### src/rtl/rgb_pwm_pkg.sv
package rgb_pwm_pkg;

  localparam int DUTY_W  = 8;
  localparam int COUNT_W = 8;

  typedef logic [2:0] slot_t;

  localparam slot_t SLOT_RED   = 3'b001;
  localparam slot_t SLOT_GREEN = 3'b010;
  localparam slot_t SLOT_BLUE  = 3'b100;

  // Next colour in the fixed red, green, blue order.
  function automatic slot_t next_slot(input slot_t cur);
    slot_t nxt;
    case (cur)
      SLOT_RED:   nxt = SLOT_GREEN;
      SLOT_GREEN: nxt = SLOT_BLUE;
      default:    nxt = SLOT_RED;
    endcase
    return nxt;
  endfunction

endpackage

### src/rtl/pwm_slot_timer.sv
module pwm_slot_timer
  import rgb_pwm_pkg::*;
#(
  parameter int PRESC_W = 16,
  parameter int PERIODS = 4
) (
  input  logic               clk,
  input  logic               rst_n,
  input  logic [PRESC_W-1:0] presc,
  output logic [COUNT_W-1:0] count,
  output slot_t              slot_sel,
  output logic               slot_end,
  output logic               blank
);

  localparam int PER_W = (PERIODS > 1) ? $clog2(PERIODS) : 1;
  localparam logic [PER_W-1:0]   LAST_PER   = PER_W'(PERIODS - 1);
  localparam logic [COUNT_W-1:0] LAST_COUNT = '1;

  logic [PRESC_W-1:0] pre_q, pre_d;
  logic [COUNT_W-1:0] cnt_q, cnt_d;
  logic [PER_W-1:0]   per_q, per_d;
  slot_t              sel_q, sel_d;
  logic               blank_q, blank_d;

  logic tick;
  logic wrap;

  // next-state
  always_comb begin
    tick     = (pre_q >= presc);
    wrap     = tick && (cnt_q == LAST_COUNT);
    slot_end = wrap && (per_q == LAST_PER);

    pre_d   = tick ? '0 : pre_q + 1'b1;
    cnt_d   = cnt_q;
    if (tick) cnt_d = cnt_q + 1'b1;
    per_d   = per_q;
    if (slot_end)  per_d = '0;
    else if (wrap) per_d = per_q + 1'b1;
    sel_d   = slot_end ? next_slot(sel_q) : sel_q;
    blank_d = slot_end;
  end

  // registers
  always_ff @(posedge clk or negedge rst_n) begin
    if (!rst_n) begin
      pre_q   <= '0;
      cnt_q   <= '0;
      per_q   <= '0;
      sel_q   <= SLOT_RED;
      blank_q <= 1'b1;
    end else begin
      pre_q   <= pre_d;
      cnt_q   <= cnt_d;
      per_q   <= per_d;
      sel_q   <= sel_d;
      blank_q <= blank_d;
    end
  end

  assign count    = cnt_q;
  assign slot_sel = sel_q;
  assign blank    = blank_q;


  slot_onehot_chk: assert property (@(posedge clk) disable iff (!rst_n)
    $countones(sel_q) == 1);


  slot_rotate_chk: assert property (@(posedge clk) disable iff (!rst_n)
    slot_end |=> sel_q == next_slot($past(sel_q)));


  slot_hold_chk: assert property (@(posedge clk) disable iff (!rst_n)
    !slot_end |=> $stable(sel_q));


  count_restart_chk: assert property (@(posedge clk) disable iff (!rst_n)
    slot_end |=> cnt_q == '0);

endmodule

### src/rtl/pwm_duty_bank.sv
module pwm_duty_bank
  import rgb_pwm_pkg::*;
#(
  parameter int N_CH = 24,
  parameter int CH_W = 5
) (
  input  logic                         clk,
  input  logic                         rst_n,
  input  logic                         wr_en,
  input  logic [CH_W-1:0]              wr_ch,
  input  logic [DUTY_W-1:0]            wr_duty,
  input  logic                         load,
  output logic [N_CH-1:0][DUTY_W-1:0]  active
);

  logic [N_CH-1:0][DUTY_W-1:0] shadow_q, shadow_d;
  logic [N_CH-1:0][DUTY_W-1:0] active_q, active_d;
  logic                        wr_ok;

  assign wr_ok = wr_en && (int'(wr_ch) < N_CH);

  generate
    for (genvar g = 0; g < N_CH; g++) begin : g_ch
      logic sel_wr;
      assign sel_wr = wr_ok && (int'(wr_ch) == g);

      // next-state: shadow takes writes, active takes the old shadow on load
      always_comb begin
        shadow_d[g] = sel_wr ? wr_duty : shadow_q[g];
        active_d[g] = load ? shadow_q[g] : active_q[g];
      end

      always_ff @(posedge clk or negedge rst_n) begin
        if (!rst_n) begin
          shadow_q[g] <= '0;
          active_q[g] <= '0;
        end else begin
          shadow_q[g] <= shadow_d[g];
          active_q[g] <= active_d[g];
        end
      end
    end
  endgenerate

  assign active = active_q;


  active_hold_chk: assert property (@(posedge clk) disable iff (!rst_n)
    !load |=> $stable(active_q));


  bad_index_chk: assert property (@(posedge clk) disable iff (!rst_n)
    (wr_en && int'(wr_ch) >= N_CH) |=> $stable(shadow_q));


  load_old_chk: assert property (@(posedge clk) disable iff (!rst_n)
    load |=> active_q == $past(shadow_q));

endmodule

### src/rtl/pwm_compare.sv
module pwm_compare
  import rgb_pwm_pkg::*;
#(
  parameter int N_CH = 24
) (
  input  logic                         clk,
  input  logic                         rst_n,
  input  logic [COUNT_W-1:0]           count,
  input  logic                         blank,
  input  logic [N_CH-1:0][DUTY_W-1:0]  active,
  output logic [N_CH-1:0]              pwm
);

  generate
    for (genvar g = 0; g < N_CH; g++) begin : g_cmp
      always_comb begin
        pwm[g] = !blank && (count < active[g]);
      end


      duty_zero_chk: assert property (@(posedge clk) disable iff (!rst_n)
        (active[g] == '0) |-> !pwm[g]);


      duty_full_chk: assert property (@(posedge clk) disable iff (!rst_n)
        (!blank && active[g] == '1 && count != '1) |-> pwm[g]);
    end
  endgenerate

endmodule

### src/rtl/rgb_slot_pwm.sv
module rgb_slot_pwm
  import rgb_pwm_pkg::*;
#(
  parameter int N_CH    = 24,
  parameter int PRESC_W = 16,
  parameter int PERIODS = 4,
  parameter int CH_W    = $clog2(N_CH)
) (
  input  logic               clk,
  input  logic               rst_n,
  input  logic               wr_en,
  input  logic [CH_W-1:0]    wr_ch,
  input  logic [7:0]         wr_duty,
  input  logic [PRESC_W-1:0] presc,
  output logic [N_CH-1:0]    pwm_o,
  output logic [2:0]         slot_sel
);

  logic [COUNT_W-1:0]          count;
  logic                        slot_end;
  logic                        blank;
  slot_t                       sel;
  logic [N_CH-1:0][DUTY_W-1:0] active;

  pwm_slot_timer #(
    .PRESC_W (PRESC_W),
    .PERIODS (PERIODS)
  ) u_timer (
    .clk      (clk),
    .rst_n    (rst_n),
    .presc    (presc),
    .count    (count),
    .slot_sel (sel),
    .slot_end (slot_end),
    .blank    (blank)
  );

  pwm_duty_bank #(
    .N_CH (N_CH),
    .CH_W (CH_W)
  ) u_bank (
    .clk     (clk),
    .rst_n   (rst_n),
    .wr_en   (wr_en),
    .wr_ch   (wr_ch),
    .wr_duty (wr_duty),
    .load    (slot_end),
    .active  (active)
  );

  pwm_compare #(
    .N_CH (N_CH)
  ) u_cmp (
    .clk    (clk),
    .rst_n  (rst_n),
    .count  (count),
    .blank  (blank),
    .active (active),
    .pwm    (pwm_o)
  );

  assign slot_sel = sel;


  slot_blank_chk: assert property (@(posedge clk) disable iff (!rst_n)
    slot_end |=> pwm_o == '0);

endmodule

### config.mk
export PLATFORM = sky130hd
export DESIGN_NAME = rgb_slot_pwm
export DESIGN_NICKNAME = d
export VERILOG_FILES = /design/src/rtl/rgb_pwm_pkg.sv /design/src/rtl/pwm_slot_timer.sv /design/src/rtl/pwm_duty_bank.sv /design/src/rtl/pwm_compare.sv /design/src/rtl/rgb_slot_pwm.sv
export SDC_FILE = /design/constraint.sdc
export NUM_CORES = 1
export LEC_CHECK = 0
export BUFFER_PORTS_ARGS = -buffer_cell sky130_fd_sc_hd__buf_2
export CAP_MARGIN = 25
export CORE_AREA = 2 2 202 204
export CTS_CLUSTER_DIAMETER = 80
export DETAILED_ROUTE_END_ITERATION = 8
export DIE_AREA = 0 0 204 206
export MAX_ROUTING_LAYER = met4
export PLACE_DENSITY = 0.69
export SLEW_MARGIN = 10
export SYNTH_ARGS = -nofsm -noshare
export SYNTH_HDL_FRONTEND = slang
export SYNTH_SLANG_ARGS = --single-unit
### constraint.sdc
create_clock -name clk -period 2.25 [get_ports clk]
set_clock_uncertainty 0.15 [all_clocks]
set_input_delay 0.45 -clock clk [delete_from_list [all_inputs] [get_ports clk]]
set_output_delay 0.45 -clock clk [all_outputs]
set_load 0.01 [all_outputs]
==> results of run 1 <==
[path summary, 6_finish.rpt]
kind | start | endpoint | slack [ps] | depth (start not counted)
worst max-delay path | u_timer.count[1]$_DFFE_PN0N_ | pwm_o[2] | -1020 | 9
worst min-delay path | rst_n | u_bank.active[118]$_DFFE_PN0P_ | 270 | 2
worst max register to register | u_timer.count[1]$_DFFE_PN0N_ | u_bank.active[0]$_DFFE_PN0P_ | -430 | 11
worst min register to register | u_bank.shadow_q[157]$_DFFE_PN0P_ | u_bank.active[157]$_DFFE_PN0P_ | 320 | 2
max in group asynchronous | rst_n | u_timer.blank$_DFF_PN1_ | 920 | 3
min in group clk | wr_duty[6] | u_bank.shadow_q[94]$_DFFE_PN0P_ | 300 | 2
[routing by layer]
layer  part of all wire [%]  routed length, µm
met1                     43              21700
met2                     51              25700
met3                    4.1               2110
met4                    2.6               1310
met5                      0                  0
[state kept, by name (all words and copies together) (netlist names)]
name              flops
u_timer.slot_sel      3
u_bank.shadow_q     192
u_timer.per_q         2
u_timer.pre_q        16
u_timer.count         8
u_timer.blank         1
u_bank.active       192
[through the flow]
step,hold slack (ps),setup TNS (ps)
floorplan,4.41,-1180
global placement,266,-88150
detailed placement,264,-105370
CTS,259,-84010
global route,286,-98900
finish,267,-82830
[power groups by stage]
stage / Combinational (W) / Clock (W) / Sequential (W)
global placement: 0.00143 / 0 / 0.00865
floorplan: 0.000920 / 0 / 0.00861
global route: 0.00174 / 0.00788 / 0.00868
finish: 0.00157 / 0.00741 / 0.00860
detailed placement: 0.00149 / 0 / 0.00869
CTS: 0.00153 / 0.00752 / 0.00855
[area by class of cell]
type,count,area (µm²),share of cell area (%)
multi-input cells,1099,9610,37.6
repair buffers,233,2680,10.5
flip-flops and latches,414,10400,40.7
well taps,532,666,2.61
clock buffers,66,1320,5.16
diodes,1,2.50,0.00981
inverters,187,712,2.79
clock inverters,16,163,0.637
[worst max-delay path: cells and delay by family, from the launching register on]
family                     cells  cell delay [ps]
DFF                            1              580
adders and majority gates      1              190
buffers and inverters          3              490
AOI/OAI and AO/OA              5              830
[cells in the mapped netlist (24+ instances only)]
cell type  count  area (µm²)
dfrtp_1      412       10300
mux2_2       195        2200
nand2_1      191         717
ha_1         187        2340
inv_1        187         702
o21ai_1      160         801
o21ai_0       50         250
a21o_1        49         368
clkbuf_1      33         124
buf_6         30         338
nand2b_1      28         175
mux2_4        25         375
a211oi_1      24         180
nor4_1        24         150
or4_1         24         180
[repair_timing]
| action | CTS | global route |
|---|---|---|
| resized for setup | 90 | 129 |
| hold buffers | 1 | 0 |
| hold endpoints to repair | 35 | 0 |
| pin swaps | 24 | 109 |
| cloned | 8 | 13 |
| setup endpoints to repair | 233 | 246 |
| setup buffers | 15 | 35 |
[cells by family after synthesis]
logic type	share of synthesized area [%]
DFF	50.8
and+or+nand+nor	8.13
AOI/OAI and AO/OA	9.92
buffers and inverters	6.29
muxes	12.6
adders and majority gates	11.5
xor gates and xnor gates	0.815
==> results.cfg, run 1 <==
[outcome]
status = finished with violations
violations = setup timing

[global_route]
grt_overflow = 0
grt_max_degree = 68
grt_pass1_wl_mm = 77.0
met3_usage_pct = 3.93
grt_pass1_vias = 14400
busiest_layer = met2
antenna_found_initial = 2
met2_usage_pct = 40.2
grt.total_usage_pct = 24.0
met1_usage_pct = 30.3

[pwr]
sw_frac_of_total_pct = 23.4
internal-power_w = 0.0135
p_comb_share_pct = 8.9
p_seq_share_pct = 48.9
ir_worst_vdd_mv = 0.498
p_total_w = 0.0176
leakage_nw = 13.1
p_clk_share_pct = 42.2
p_sw_w = 0.00411
power_density_nw_per_um2 = 689

[flow_run]
max_cap_viol_count = 0

[final_layout]
finalInstanceArea_um2 = 25500
area_growth_pct = 25.0
layout-drive-gt1-share_pct = 33.6
fin_util_pct = 63.5
layout.nets = 2199
final_common_cell = dfrtp_1
final_cells = 2548
fillCellCount = 2963
final_cell_mix = dfrtp_1, mux2_2, inv_1

[setup_path]
critPathRequiredTime_ps = 1650
critical_path.startpoint_type = flip-flop
crit_path_max_fanout = 7
criticalPathCategory = reg -> out
cp.arrival_ps = 2670
path_cells = buf_12 > buf_12 > ha_4 > a21o_1 > a21o_1 > a211oi_2 > o21ai_1 > o311ai_1 > buf_2
slowest_stage = dfrtp_4
max_stage_delay_ps = 580
cp-end-kind = output port

[timing]
fmax_mhz = 306
finalSetupViolations = 235
drv_slew = 0
rsz0062_at_grt = true
slew-limit-headroom_pct = 51.0
final.period_utilization_pct = 145
period_needed_ps = 3270
hold_viol_final = 0
worst_slew_pin_slew_ps = 735
postLayoutSetupSlackWorst_ps = -1020

[place]
gp_congestion = 0.861
place_area_um2 = 22200
portBuffers = 58
pre_cts_ws_ps = -533
dpl.cell_count = 2417
hpwl_mm = 29.3

[cts]
cts_tree = built
cts_max_level = 2
clock_latency_ps = 570
cts-root-buf = clkbuf_16
clockBufferDepth = 3
cts_buffers = 45
clk_pin_slew_ps = 60
clock_sinks = 414

[yosys]
ys.flop_type = dfrtp_1
async_flop_share_pct = 100
synth_area_per_cell_um2 = 11.5
ys_seq_elements = 414
synth.net_count = 2000
syn_inst = 1781
yosysUniqueCellTypes = 45
ys_warn_count = 0
synth_edf_count = 0
synth_area_um2 = 20400
yosysSeqAreaShare_pct = 50.8

[route]
drt_iter0_drc = 851
drt-total-wl_mm = 50.8
ant_nets = 0
viasPerCell = 5.59
dr.pass1.iters = 4
drc = 0
vias = 14200
wl_per_cell_um = 20.0

[die]
initial_utilization_pct = 50.8
rows = 74
die_w_um = 204
ioPinCount = 59
core-area_um2 = 40200
die_h_um = 206
fp.dieArea_um2 = 42000

[hold_path]
worstHoldPathType = in -> async
Power figures use the tool's default switching activity.
==> run 2: changes to the inputs <==
Settings changed: CORE_AREA 2 2 202 204 to 2 2 264 266, DIE_AREA 0 0 204 206 to 0 0 266 268, MAX_ROUTING_LAYER met4 to unset, PLACE_DENSITY 0.69 to 0.45.
==> run 2 against run 1 <==
Against the previous run:
- the run still ends with setup timing left
- power is 8.0% higher
- fmax is 5.5% higher
- sequential share of layout area is 3.6 points lower
- non-clock buffer count is 38 higher
- first-iteration DRC count is 27% lower
- highest routed layer unchanged
- register-to-register slack worse by 80 ps
- clock-buffer cell count is 10 higher
- worst setup slack better by 170 ps
- final cell count is 16% higher
- combinational power hardly changed
- sequential cell count stayed put
- largest cell class is now multi-input combinational cells
- design area is 9.8% higher
==> results.cfg, run 2 (synthesis results as in run 1) <==
[outcome]
status = finished with violations
violations = setup timing

[final_layout]
diodes = 0
finalInstanceArea_um2 = 28000
area_growth_pct = 37.4
multiInputGateArea_um2 = 10600
seqCellArea_um2 = 10400
fillCellCount = 6399
final_cell_mix = dfrtp_1, mux2_2, inv_1
final_cells = 2944
layout-drive-gt1-share_pct = 45.7
layout.nets = 2241
final_common_cell = dfrtp_1

[route]
wl_met1_mm = 25.9
wl_per_cell_um = 19.2
drt-total-wl_mm = 56.4
drt_iter0_drc = 621
vias = 14100
dr.pass1.iters = 4
wl_met2_mm = 27.8
route.top_layer_used = met4
viasPerCell = 4.79
ant_nets = 0
drc = 0
wl_met3_mm = 1.75

[setup_path]
path_cells = buf_12 > ha_4 > a21o_1 > a21o_1 > a211oi_2 > o21ai_2 > o311ai_4 > buf_2
criticalPathCategory = reg -> out
r2r_cells = 12
critPathTopFamily = compound AO/OA/AOI/OAI gates
r2r-start = u_timer.count[1]$_DFFE_PN0N_
crit_top_cell = a21o_1
critical_path.startpoint_type = flip-flop
path_buf_inv = 2
max_stage_delay_ps = 550
crit_path_max_fanout = 6
cp.arrival_ps = 2500
critPathRequiredTime_ps = 1650
regToRegSetupSlack_ps = -510
cp-end-kind = output port
slowest_stage = dfrtp_4
regToRegEndpoint = u_bank.active[120]$_DFFE_PN0P_

[global_route]
grt_pass1_vias = 14100
grt_overflow = 0
antenna_found_initial = 6
grt_max_degree = 65
grt.total_usage_pct = 14.6
grt_pass1_wl_mm = 81.3

[cts]
cts-root-buf = clkbuf_16
clk_pin_slew_ps = 60
clock_sinks = 414
cts_buffers = 49
cts_max_level = 2
clock_latency_ps = 580
clockBufferDepth = 3
cts_tree = built

[place]
place_area_um2 = 22800
portBuffers = 58
pre_cts_ws_ps = -519
gp_congestion = 0.743
hpwl_mm = 31.9
dpl.cell_count = 2769

[timing]
rsz0062_at_grt = true
worst_slew_pin_slew_ps = 706
slew-limit-headroom_pct = 52.9
finalSetupViolations = 235
final.period_utilization_pct = 138
period_needed_ps = 3100
fmax_mhz = 323
hold_viol_final = 0
postLayoutSetupSlackWorst_ps = -846
drv_slew = 0

[die]
ioPinCount = 59
fp.dieArea_um2 = 71300
die_w_um = 266
initial_utilization_pct = 29.9
rows = 96
core-area_um2 = 68200
die_h_um = 268

[flow_run]
max_cap_viol_count = 0

[pwr]
leakage_nw = 14.4
p_clk_share_pct = 46.0
sw_frac_of_total_pct = 23.4
p_seq_share_pct = 45.9
p_comb_share_pct = 8.1
ir_worst_vdd_mv = 0.522
p_sw_w = 0.00444
internal-power_w = 0.0145
power_density_nw_per_um2 = 677

[hold_path]
worstHoldPathType = in -> async
[run 2: through the flow]
| step | setup TNS (ps) | hold WS [ps] | power [W] | utilization, % |
|---|---|---|---|---|
| 4_1_cts | -78050 | 221 | 0.0191 | 36.8 |
| 2_1_floorplan | -1180 | 4.41 | 0.00953 | - |
| 6_report | -95040 | 224 | 0.0190 | 41.1 |
| 3_3_place_gp | -83300 | 244 | 0.0101 | 33.5 |
| 3_5_place_dp | -94370 | 244 | 0.0102 | 33.5 |
| 5_1_grt | -113840 | 242 | 0.0198 | 41.1 |
[run 2: worst max path at each step]
stage                                                 to                    startpoint  cells past startpoint  slack [ps]
after CTS                                       pwm_o[5]  u_timer.count[1]$_DFFE_PN0N_                      8       -1000
after floorplan           u_bank.active[152]$_DFFE_PN0P_                      presc[9]                      9         -50
after global placement    u_bank.active[189]$_DFFE_PN0P_                      presc[9]                     11        -470
after global routing                            pwm_o[8]  u_timer.count[1]$_DFFE_PN0N_                      8        -950
after detailed placement  u_bank.active[134]$_DFFE_PN0P_                      presc[9]                     11        -520
final                                           pwm_o[8]  u_timer.count[1]$_DFFE_PN0N_                      8        -850
[run 2: what timing repair did]
action,in CTS,in global routing
endpoints found under the setup margin,232,235
hold buffers,1,0
gates cloned,4,41
pin swaps,9,242
gates resized for setup,66,439
endpoints found under the hold margin,63,0
buffers inserted,6,37
[run 2: layout make-up]
class / count / share of cell area (%)
flip-flops and latches: 414 / 37.0
well taps: 882 / 3.94
multi-input cells: 1099 / 37.7
inverters: 187 / 2.54
repair buffers: 271 / 12.4
clock inverters: 15 / 0.915
clock buffers: 76 / 5.50
[run 2: power by group through the flow]
stage | Sequential (W) | Clock [W] | Combinational, W
2_1_floorplan | 0.00861 | 0 | 0.000920
3_3_place_gp | 0.00865 | 0 | 0.00148
3_5_place_dp | 0.00867 | 0 | 0.00153
4_1_cts | 0.00854 | 0.00898 | 0.00154
5_1_grt | 0.00880 | 0.00932 | 0.00170
6_report | 0.00871 | 0.00873 | 0.00154
[run 2: routing by layer]
| layer | track usage [%] | up-vias |
|---|---|---|
| met2 | 25.1 | 163 |
| met1 | 19.5 | 7186 |
| met5 | 0 | - |
| met4 | 3.31 | 0 |
| li1 | - | 6686 |
| met3 | 2.25 | 60 |
